## config.mk

```make
export PLATFORM = sky130hd
export DESIGN_NAME = bankmap_top
export DESIGN_NICKNAME = d
export VERILOG_FILES = /design/src/rtl/bankmap_pkg.sv /design/src/rtl/bankmap_decode.sv /design/src/rtl/bankmap_regfile.sv /design/src/rtl/bankmap_xlate.sv /design/src/rtl/bankmap_top.sv
export SDC_FILE = /design/constraint.sdc
export NUM_CORES = 1
export LEC_CHECK = 0
export BUFFER_PORTS_ARGS = -buffer_cell sky130_fd_sc_hd__buf_2
export CAP_MARGIN = 15
export CORE_ASPECT_RATIO = 0.5
export CORE_MARGIN = 1
export CORE_UTILIZATION = 40
export CTS_BUF_LIST = sky130_fd_sc_hd__clkbuf_2
export DETAILED_ROUTE_END_ITERATION = 6
export PLACE_DENSITY = 0.73
export SLEW_MARGIN = 20
export SYNTH_ARGS = -nofsm -noshare
export SYNTH_HDL_FRONTEND = slang
export SYNTH_SLANG_ARGS = --single-unit
```

## constraint.sdc

```tcl
create_clock -name clk -period 5 [get_ports clk]
set_clock_uncertainty 0.2 [all_clocks]
set_input_delay 0 -clock clk [delete_from_list [all_inputs] [get_ports clk]]
set_output_delay 0 -clock clk [all_outputs]
set_load 0.02 [all_outputs]
```

## src/rtl/bankmap_pkg.sv

```systemverilog
package bankmap_pkg;

   typedef enum logic [1:0] {
      RGN_RAM = 2'd0,
      RGN_ROM = 2'd1,
      RGN_IO  = 2'd2
   } region_e;

   function automatic int unsigned clog2_min1(input int unsigned n);
      int unsigned r;
      r = 0;
      while ((1 << r) < n) r++;
      return (r == 0) ? 1 : r;
   endfunction

endpackage

```

## src/rtl/bankmap_decode.sv

```systemverilog
module bankmap_decode
   import bankmap_pkg::*;
#(
   parameter int unsigned     CPU_AW  = 16,
   parameter int unsigned     ROM_AW  = 13,
   parameter int unsigned     IDX_W   = 2,
   parameter logic [15:0]     IO_BASE = 16'hDFFC
) (
   input  logic [CPU_AW-1:0] addr,
   output region_e           region
);
   localparam int unsigned ROM_TAG_W = CPU_AW - ROM_AW;

   logic rom_hit;
   logic io_hit;

   assign rom_hit = &addr[CPU_AW-1:ROM_AW];
   assign io_hit  = (addr[CPU_AW-1:IDX_W] == IO_BASE[CPU_AW-1:IDX_W]);

   always_comb begin
      if (rom_hit)     region = RGN_ROM;
      else if (io_hit) region = RGN_IO;
      else             region = RGN_RAM;
   end

   generate
      if (ROM_TAG_W < 1) begin : g_bad_rom
         $error("bankmap_decode: ROM_AW must be below CPU_AW");
      end
   endgenerate

endmodule

```

## src/rtl/bankmap_regfile.sv

```systemverilog
module bankmap_regfile #(
   parameter int unsigned ENTRIES = 4,
   parameter int unsigned ENTRY_W = 4,
   parameter int unsigned DATA_W  = 8,
   parameter int unsigned IDX_W   = 2
) (
   input  logic                       clk,
   input  logic                       rst_n,
   input  logic                       wr_en,
   input  logic [IDX_W-1:0]           wr_idx,
   input  logic [DATA_W-1:0]          wr_data,
   input  logic [IDX_W-1:0]           rd_idx,
   input  logic [IDX_W-1:0]           map_idx,
   output logic [DATA_W-1:0]          rd_val,
   output logic [ENTRY_W-1:0]         map_val,
   output logic [ENTRIES*ENTRY_W-1:0] bank_flat
);
   logic [ENTRY_W-1:0] bank_q [ENTRIES];

   genvar gi;
   generate
      for (gi = 0; gi < ENTRIES; gi++) begin : g_entry
         localparam logic [ENTRY_W-1:0] RST_VAL = ENTRY_W'(gi);
         always_ff @(posedge clk) begin
            if (!rst_n)
               bank_q[gi] <= RST_VAL;
            else if (wr_en && (wr_idx == IDX_W'(gi)))
               bank_q[gi] <= wr_data[ENTRY_W-1:0];
         end
         assign bank_flat[gi*ENTRY_W +: ENTRY_W] = bank_q[gi];
      end

      if (ENTRY_W == DATA_W) begin : g_rd_full
         assign rd_val = bank_q[rd_idx];
      end else begin : g_rd_ext
         assign rd_val = {{(DATA_W-ENTRY_W){1'b0}}, bank_q[rd_idx]};
      end
   endgenerate

   assign map_val = bank_q[map_idx];

endmodule

```

## src/rtl/bankmap_xlate.sv

```systemverilog
module bankmap_xlate
   import bankmap_pkg::*;
#(
   parameter int unsigned CPU_AW  = 16,
   parameter int unsigned IDX_W   = 2,
   parameter int unsigned ENTRY_W = 4,
   parameter int unsigned PHYS_AW = 20,
   parameter int unsigned ROM_AW  = 13
) (
   input  logic [CPU_AW-1:0]  addr,
   input  region_e            region,
   input  logic [ENTRY_W-1:0] bank_val,
   output logic [PHYS_AW-1:0] phys,
   output logic               ram0_sel,
   output logic               ram1_sel,
   output logic               rom_sel,
   output logic               io_sel
);
   localparam int unsigned OFFS_W = CPU_AW - IDX_W;
   localparam int unsigned BANK_W = PHYS_AW - OFFS_W;

   logic [BANK_W-1:0]  bank_bits;
   logic [PHYS_AW-1:0] ram_phys;
   logic [PHYS_AW-1:0] rom_phys;
   logic               is_ram;

   generate
      if (ENTRY_W >= BANK_W) begin : g_trunc
         assign bank_bits = bank_val[BANK_W-1:0];
      end else begin : g_zext
         assign bank_bits = {{(BANK_W-ENTRY_W){1'b0}}, bank_val};
      end
   endgenerate

   assign ram_phys = {bank_bits, addr[OFFS_W-1:0]};
   assign rom_phys = {{(PHYS_AW-ROM_AW){1'b0}}, addr[ROM_AW-1:0]};
   assign is_ram   = (region == RGN_RAM);

   always_comb begin
      phys = (region == RGN_ROM) ? rom_phys : ram_phys;
   end

   assign ram0_sel = is_ram & ~ram_phys[PHYS_AW-1];
   assign ram1_sel = is_ram &  ram_phys[PHYS_AW-1];
   assign rom_sel  = (region == RGN_ROM);
   assign io_sel   = (region == RGN_IO);

endmodule

```

## src/rtl/bankmap_top.sv

```systemverilog
module bankmap_top
   import bankmap_pkg::*;
#(
   parameter int unsigned CPU_AW  = 16,
   parameter int unsigned DATA_W  = 8,
   parameter int unsigned ENTRIES = 4,
   parameter int unsigned ENTRY_W = 4,
   parameter int unsigned PHYS_AW = 20,
   parameter int unsigned ROM_AW  = 13,
   parameter logic [15:0] IO_BASE = 16'hDFFC
) (
   input  logic               clk,
   input  logic               rst_n,
   input  logic [CPU_AW-1:0]  cpu_addr,
   input  logic [DATA_W-1:0]  cpu_wdata,
   input  logic               cpu_rw,
   input  logic               cpu_strobe,
   output logic [DATA_W-1:0]  rd_data,
   output logic               rd_drive,
   output logic [PHYS_AW-1:0] phys_addr,
   output logic               ram0_sel,
   output logic               ram1_sel,
   output logic               rom_sel,
   output logic               io_sel
);
   localparam int unsigned IDX_W  = clog2_min1(ENTRIES);
   localparam int unsigned OFFS_W = CPU_AW - IDX_W;

   generate
      if (ENTRY_W > DATA_W) begin : g_chk_w
         $error("bankmap_top: ENTRY_W exceeds DATA_W");
      end
      if (PHYS_AW <= OFFS_W) begin : g_chk_p
         $error("bankmap_top: PHYS_AW too small for the window offset");
      end
      if ((1 << IDX_W) != ENTRIES) begin : g_chk_e
         $error("bankmap_top: ENTRIES must be a power of two");
      end
      if (IO_BASE[IDX_W-1:0] != '0) begin : g_chk_io
         $error("bankmap_top: IO_BASE must be aligned to ENTRIES");
      end
   endgenerate

   region_e                    region;
   logic                       strobe_q;
   logic                       strobe_fall;
   logic                       wr_fire;
   logic [DATA_W-1:0]          rd_val;
   logic [ENTRY_W-1:0]         map_val;
   logic [ENTRIES*ENTRY_W-1:0] bank_flat;

   always_ff @(posedge clk) begin
      if (!rst_n) strobe_q <= 1'b0;
      else        strobe_q <= cpu_strobe;
   end

   assign strobe_fall = strobe_q & ~cpu_strobe;
   assign wr_fire     = strobe_fall & ~cpu_rw & (region == RGN_IO);

   bankmap_decode #(
      .CPU_AW (CPU_AW),
      .ROM_AW (ROM_AW),
      .IDX_W  (IDX_W),
      .IO_BASE(IO_BASE)
   ) u_decode (
      .addr  (cpu_addr),
      .region(region)
   );

   bankmap_regfile #(
      .ENTRIES(ENTRIES),
      .ENTRY_W(ENTRY_W),
      .DATA_W (DATA_W),
      .IDX_W  (IDX_W)
   ) u_regs (
      .clk      (clk),
      .rst_n    (rst_n),
      .wr_en    (wr_fire),
      .wr_idx   (cpu_addr[IDX_W-1:0]),
      .wr_data  (cpu_wdata),
      .rd_idx   (cpu_addr[IDX_W-1:0]),
      .map_idx  (cpu_addr[CPU_AW-1:OFFS_W]),
      .rd_val   (rd_val),
      .map_val  (map_val),
      .bank_flat(bank_flat)
   );

   bankmap_xlate #(
      .CPU_AW (CPU_AW),
      .IDX_W  (IDX_W),
      .ENTRY_W(ENTRY_W),
      .PHYS_AW(PHYS_AW),
      .ROM_AW (ROM_AW)
   ) u_xlate (
      .addr    (cpu_addr),
      .region  (region),
      .bank_val(map_val),
      .phys    (phys_addr),
      .ram0_sel(ram0_sel),
      .ram1_sel(ram1_sel),
      .rom_sel (rom_sel),
      .io_sel  (io_sel)
   );

   assign rd_drive = cpu_strobe & cpu_rw & (region == RGN_IO);
   assign rd_data  = rd_drive ? rd_val : '0;

endmodule

```

==> flow_summary.ini, run 1 <==
[clock_network]
cts_made_buffers = 3
clk_pin_slew_ns = 0.16
cts_resized = 0
cts_setup_buffers = 0
clockBufferDepth = 2
clk_latency_ns = 0.29
hold_buffers = 9
cts.sinks = 17
cts_root_buf = clkbuf_2
htreeDepth = 1
cts_tree = done

[place]
hpwl_mm = 1.95
port-buffer-count = 49
pre_cts_slack_ns = 2.86
placed_area_um2 = 1360
gp_congestion = 0.861

[cells_and_area]
fillCellCount = 240
nets = 176
layout-drive-gt1-share = 0.449
fin_area_um2 = 1470
area_growth_pct = 20.3
diodes = 0

[power_and_ir_drop]
clock_power_share = 0.211
power_density_nw_per_um2 = 197
pwr-share-seq = 0.555
ir_drop_uv = 77.7
switching_share = 0.291
p_leak_uw = 0.000602
p_int_uw = 205
p_switching_uw = 84.2
combPwrFrac = 0.233
totalPowerFinal_uw = 289

[worst_setup_path]
crit_buf_inv = 3
critical_path_required_ns = 4.87
cp_top_family = buffers and inverters
worst_setup_path_start_kind = primary input
arrival_ns = 2.49
crit_type = primary input to flip-flop
worst-path-max-fanout = 19
crit_path_top_delay_cell = or4_1
critPathMostFrequentCell = dlygate4sd3_1
end_kind = flip-flop
critPathMaxStageDelay_ns = 0.62
path_cells = dlygate4sd3_1 > buf_2 > nor3b_1 > nand2_1 > or4_1 > dlygate4sd3_1

[drt]
via_count = 956
drc = 0
wl_mm = 2.52
drt-initial-drc-count = 72
ant_nets = 0
wl_per_cell_um = 13.7
firstDrtPassIters = 4
vias_per_cell = 5.20

[synthesis]
async_reset_ff_frac = 0
synthDistinctLibCells = 29
synth_edf_count = 16
netlist.area_leader.share = 0.394
synth.area.top_cells = edfxtp_1 39%, mux4_2 15%, buf_4 13%, nor4_1 6.2%, nor3b_1 3.1%
synth_area_um2 = 1220
synth_cells = 104
synth_ff_type = edfxtp_1
synth_area_per_cell_um2 = 11.7
yosysWarnings = 0
synth_seq_cells = 17
ys_seq_area_frac = 0.410
yosys.area.top_type = edfxtp_1

[sta]
timing.final.ws_setup_ns = 2.38
slew_headroom = 0.559
fin_crit_ns = 2.62
setup_viol = 0
tns_ns = 0
rsz0062_at_grt = no
clock.fmax_ghz = 0.381
slew_violations = 0
period_share = 0.525
hold_viol = 0
tightestPinTransition_ns = 0.656
fin_hold_ws_ns = 0.0288

[floorplanning]
dieArea_um2 = 3290
initial_core_util = 0.446
die_w_um = 80.1
ios = 61
coreArea_um2 = 2730
rows = 13
die_h_um = 41.1

[global_route]
grt_pass1_vias = 782
grt_usage = 0.166
grt_max_degree = 20
antenna_found_initial = 0
grt_pass1_wl_mm = 3.81
grt_overflow = 0

[worst_hold_path]
hp-class = primary input to output port

[run]
maxCapViolCount = 0

[status]
status = finished clean
[synth_stat cells (all sizes together) (3+ instances only)]
| cell type | instances |
|---|---|
| nor3b | 5 |
| and2b | 3 |
| buf | 24 |
| inv | 3 |
| o31ai | 3 |
| nand2 | 5 |
| nor4 | 12 |
| mux4 | 8 |
| or4 | 4 |
| nor2b | 3 |
| edfxtp | 16 |
[placed cells by master, fill, tap and decap left out, types with 2 or more instances in the layout]
master,instances
mux4_2,8
nand2b_1,2
nand2_1,5
and2b_1,3
conb_1,7
inv_1,3
edfxtp_1,16
nor3b_1,5
or4_1,4
nor4_1,12
buf_2,49
o31ai_1,3
nor2b_1,3
dlygate4sd3_1,9
clkbuf_2,3
[power groups by stage]
stage	registers, uW	logic (uW)	clock network, uW
floorplan	163	51.9	0
global placement	164	62.3	0
CTS	161	67.5	61.7
detailed placement	164	63.2	0
global route	161	72.6	67.7
finish	161	67.5	61.1
[kinds of logic (layout without fill, tap and decap cells)]
kind of cell,count (synthesis),in the layout,synth area share
AOI/OAI and AO/OA,4,4,0.0226
buffers and inverters,28,65,0.154
DFF,17,17,0.410
muxes,8,8,0.148
other,1,7,0.00307
and+or+nand+nor,46,46,0.263
[metrics by stage]
step,instances,util
floorplan,110,-
global placement,171,0.497
global route,184,0.537
CTS,184,0.537
finish,184,0.537
detailed placement,171,0.497
[state kept, by name (all words and copies together) (netlist names)]
register / count
strobe_q: 1
u_regs.bank_q: 16
[layout make-up]
cell class                      count  area, um^2  share of cell area
Clock buffer                        3        15.0              0.0102
Clock inverter                      1        5.00             0.00341
Inverter                            3        11.3             0.00767
Multi-Input combinational cell     65         554               0.378
Sequential cell                    17         500               0.341
Tap cell                           37        46.3              0.0315
Timing Repair Buffer               58         335               0.228
[worst paths after layout]
| path | startpoint | endpoint | slack [ns] | cells after the start |
|---|---|---|---|---|
| worst max-delay path | cpu_strobe | u_regs.bank_q[3][1] | 2.38 | 6 |
| worst min-delay path | cpu_addr[9] | phys_addr[9] | 0.03 | 2 |
| worst max register to register | strobe_q | u_regs.bank_q[3][1] | 2.43 | 4 |
| worst min register to register | strobe_q | u_regs.bank_q[2][3] | 0.78 | 3 |
[metal layers]
metal | GRT usage | routed length [um] | up-vias | part of all wire
li1 | - | - | 463 | -
met1 | 0.208 | 1070 | 431 | 0.43
met2 | 0.293 | 1150 | 58 | 0.46
met3 | 0.0356 | 261 | 4 | 0.10
met4 | 0.0670 | 37 | 0 | 0.015
met5 | 0 | 0 | - | 0
Note: power is estimated with default switching activity, not from simulation.
==> run 2: changes to the inputs <==
==> constraint.sdc (replaced) <==
create_clock -name clk -period 2.6 [get_ports clk]
set_clock_uncertainty 0.2 [all_clocks]
set_input_delay 0 -clock clk [delete_from_list [all_inputs] [get_ports clk]]
set_output_delay 0 -clock clk [all_outputs]
set_load 0.02 [all_outputs]
==> run 2 against run 1 <==
Net effect: the flow now finishes with violations (DRC); setup slack worse by 2.2 ns; via count grew 3.7%; cell count grew 0.54%; critical endpoint is now u_regs.bank_q[1][0]; global-route usage up 0.78 points; sequential share of layout area decreased by 0.35 points; combinational power up 94%; critical path type unchanged; core utilization up 0.55 points; hold slack got worse by 0.0011 ns; first-iteration DRC count decreased by 43%; total power grew 95%; highest routed layer unchanged.
==> flow_summary.ini, run 2 (same netlist as run 1, synthesis figures left out) <==
[floorplanning]
ios = 61
rows = 13
coreArea_um2 = 2730
dieArea_um2 = 3290
die_w_um = 80.1
die_h_um = 41.1
initial_core_util = 0.446

[drt]
routed-wl-met3_um = 202
firstDrtPassIters = 7
wl_mm = 2.69
ant_nets = 0
drt-initial-drc-count = 41
wl_per_cell_um = 14.6
top_layer = met4
drc = 1
via_count = 991
vias_per_cell = 5.36
wl_met1_mm = 1.20
wl_met2_mm = 1.23

[worst_setup_path]
crit_buf_inv = 4
crit_type = primary input to flip-flop
end_kind = flip-flop
arrival_ns = 2.29
critical_path_required_ns = 2.48
worst-path-max-fanout = 13
critPathMaxStageDelay_ns = 0.56
worst_setup_path_start_kind = primary input
path_cells = dlygate4sd3_1 > buf_2 > nor3b_2 > nand2_2 > buf_4 > or4_1 > dlygate4sd3_1
critPathMostFrequentCell = dlygate4sd3_1
cp_top_family = buffers and inverters
crit_path_top_delay_cell = dlygate4sd3_1

[global_route]
grt_pass1_wl_mm = 3.89
grt_usage = 0.173
antenna_found_initial = 0
grt_pass1_vias = 830
grt_max_degree = 14
grt_overflow = 0

[sta]
tns_ns = 0
tightestPinTransition_ns = 0.656
setup_viol = 0
period_share = 0.927
fin_crit_ns = 2.41
slew_violations = 0
clock.fmax_ghz = 0.415
rsz0062_at_grt = no
hold_viol = 0
slew_headroom = 0.559
fin_hold_ws_ns = 0.0277

[clock_network]
cts_made_buffers = 3
cts.sinks = 17
clockBufferDepth = 2
cts_tree = done
clk_latency_ns = 0.29
htreeDepth = 1
clk_pin_slew_ns = 0.16
cts_root_buf = clkbuf_2

[cells_and_area]
area_growth_pct = 21.5
fillCellCount = 234
fin_util = 0.543
largest_reg_flops = 16
diodes = 0
layout_commonest_cell = buf_2
nets = 177
final_cell_mix = 49 x buf_2, 16 x edfxtp_1, 12 x nor4_1
seq_area_um2 = 500
regMostFlops = u_regs.bank_q
multiInputGateArea_um2 = 562
layout-drive-gt1-share = 0.466
largest_registers = u_regs.bank_q (16), strobe_q (1)

[power_and_ir_drop]
ir_drop_uv = 157
p_leak_uw = 0.000609
power_density_nw_per_um2 = 381

[place]
hpwl_mm = 2.11
port-buffer-count = 49
gp_congestion = 0.845

[status]
status = finished, violations left
violations = DRC

[worst_hold_path]
hp-class = primary input to output port

[run]
maxCapViolCount = 0
## run 2: cell type report
class | instances | area share
multi-input cells | 65 | 0.379
clock buffers | 4 | 0.0135
inverters | 3 | 0.00759
repair buffers | 59 | 0.231
flip-flops and latches | 17 | 0.338
well taps | 37 | 0.0312
## run 2: path summary, 6_finish.rpt
path / from / to / slack, ns / cells after the start
max: cpu_strobe / u_regs.bank_q[1][0] / 0.19 / 7
min: cpu_addr[8] / phys_addr[8] / 0.03 / 2
max reg2reg: strobe_q / u_regs.bank_q[1][0] / 0.24 / 5
min reg2reg: strobe_q / u_regs.bank_q[3][2] / 0.68 / 3
## run 2: power breakdown
group	leakage [uW]	switching (uW)	internal (uW)
Combinational	0.000421	76.9	54.5
Sequential	0.000171	4.05	305
Clock	0.0000166	83.2	40.8
## run 2: per-stage QoR
stage | instances | instance area, um^2 | power [uW] | worst slack (ns)
2_1_floorplan | 110 | 1240 | 413 | 0.727
3_3_place_gp | 172 | 1370 | 435 | 0.618
3_5_place_dp | 172 | 1370 | 438 | 0.601
4_1_cts | 185 | 1480 | 562 | 0.0236
5_1_grt | 185 | 1480 | 579 | 0.109
6_report | 185 | 1480 | 565 | 0.190
## run 2: layer usage
layer,GRT usage,vias up
li1,-,468
met1,0.204,455
met2,0.323,62
met3,0.0222,6
met4,0.112,0
met5,0,-
## run 2: worst register-to-register path: stages (launching register included)
cell	delay [ns]
dfxtp_1	0.33
nor3b_2	0.18
nand2_2	0.18
buf_4	0.21
or4_1	0.49
dlygate4sd3_1	0.56
## run 2: repair_timing
action,CTS,global route
endpoints found under the hold margin,25,0
setup endpoints to repair,0,2
gates resized for setup,0,2
setup buffers,0,0
hold buffers,9,0
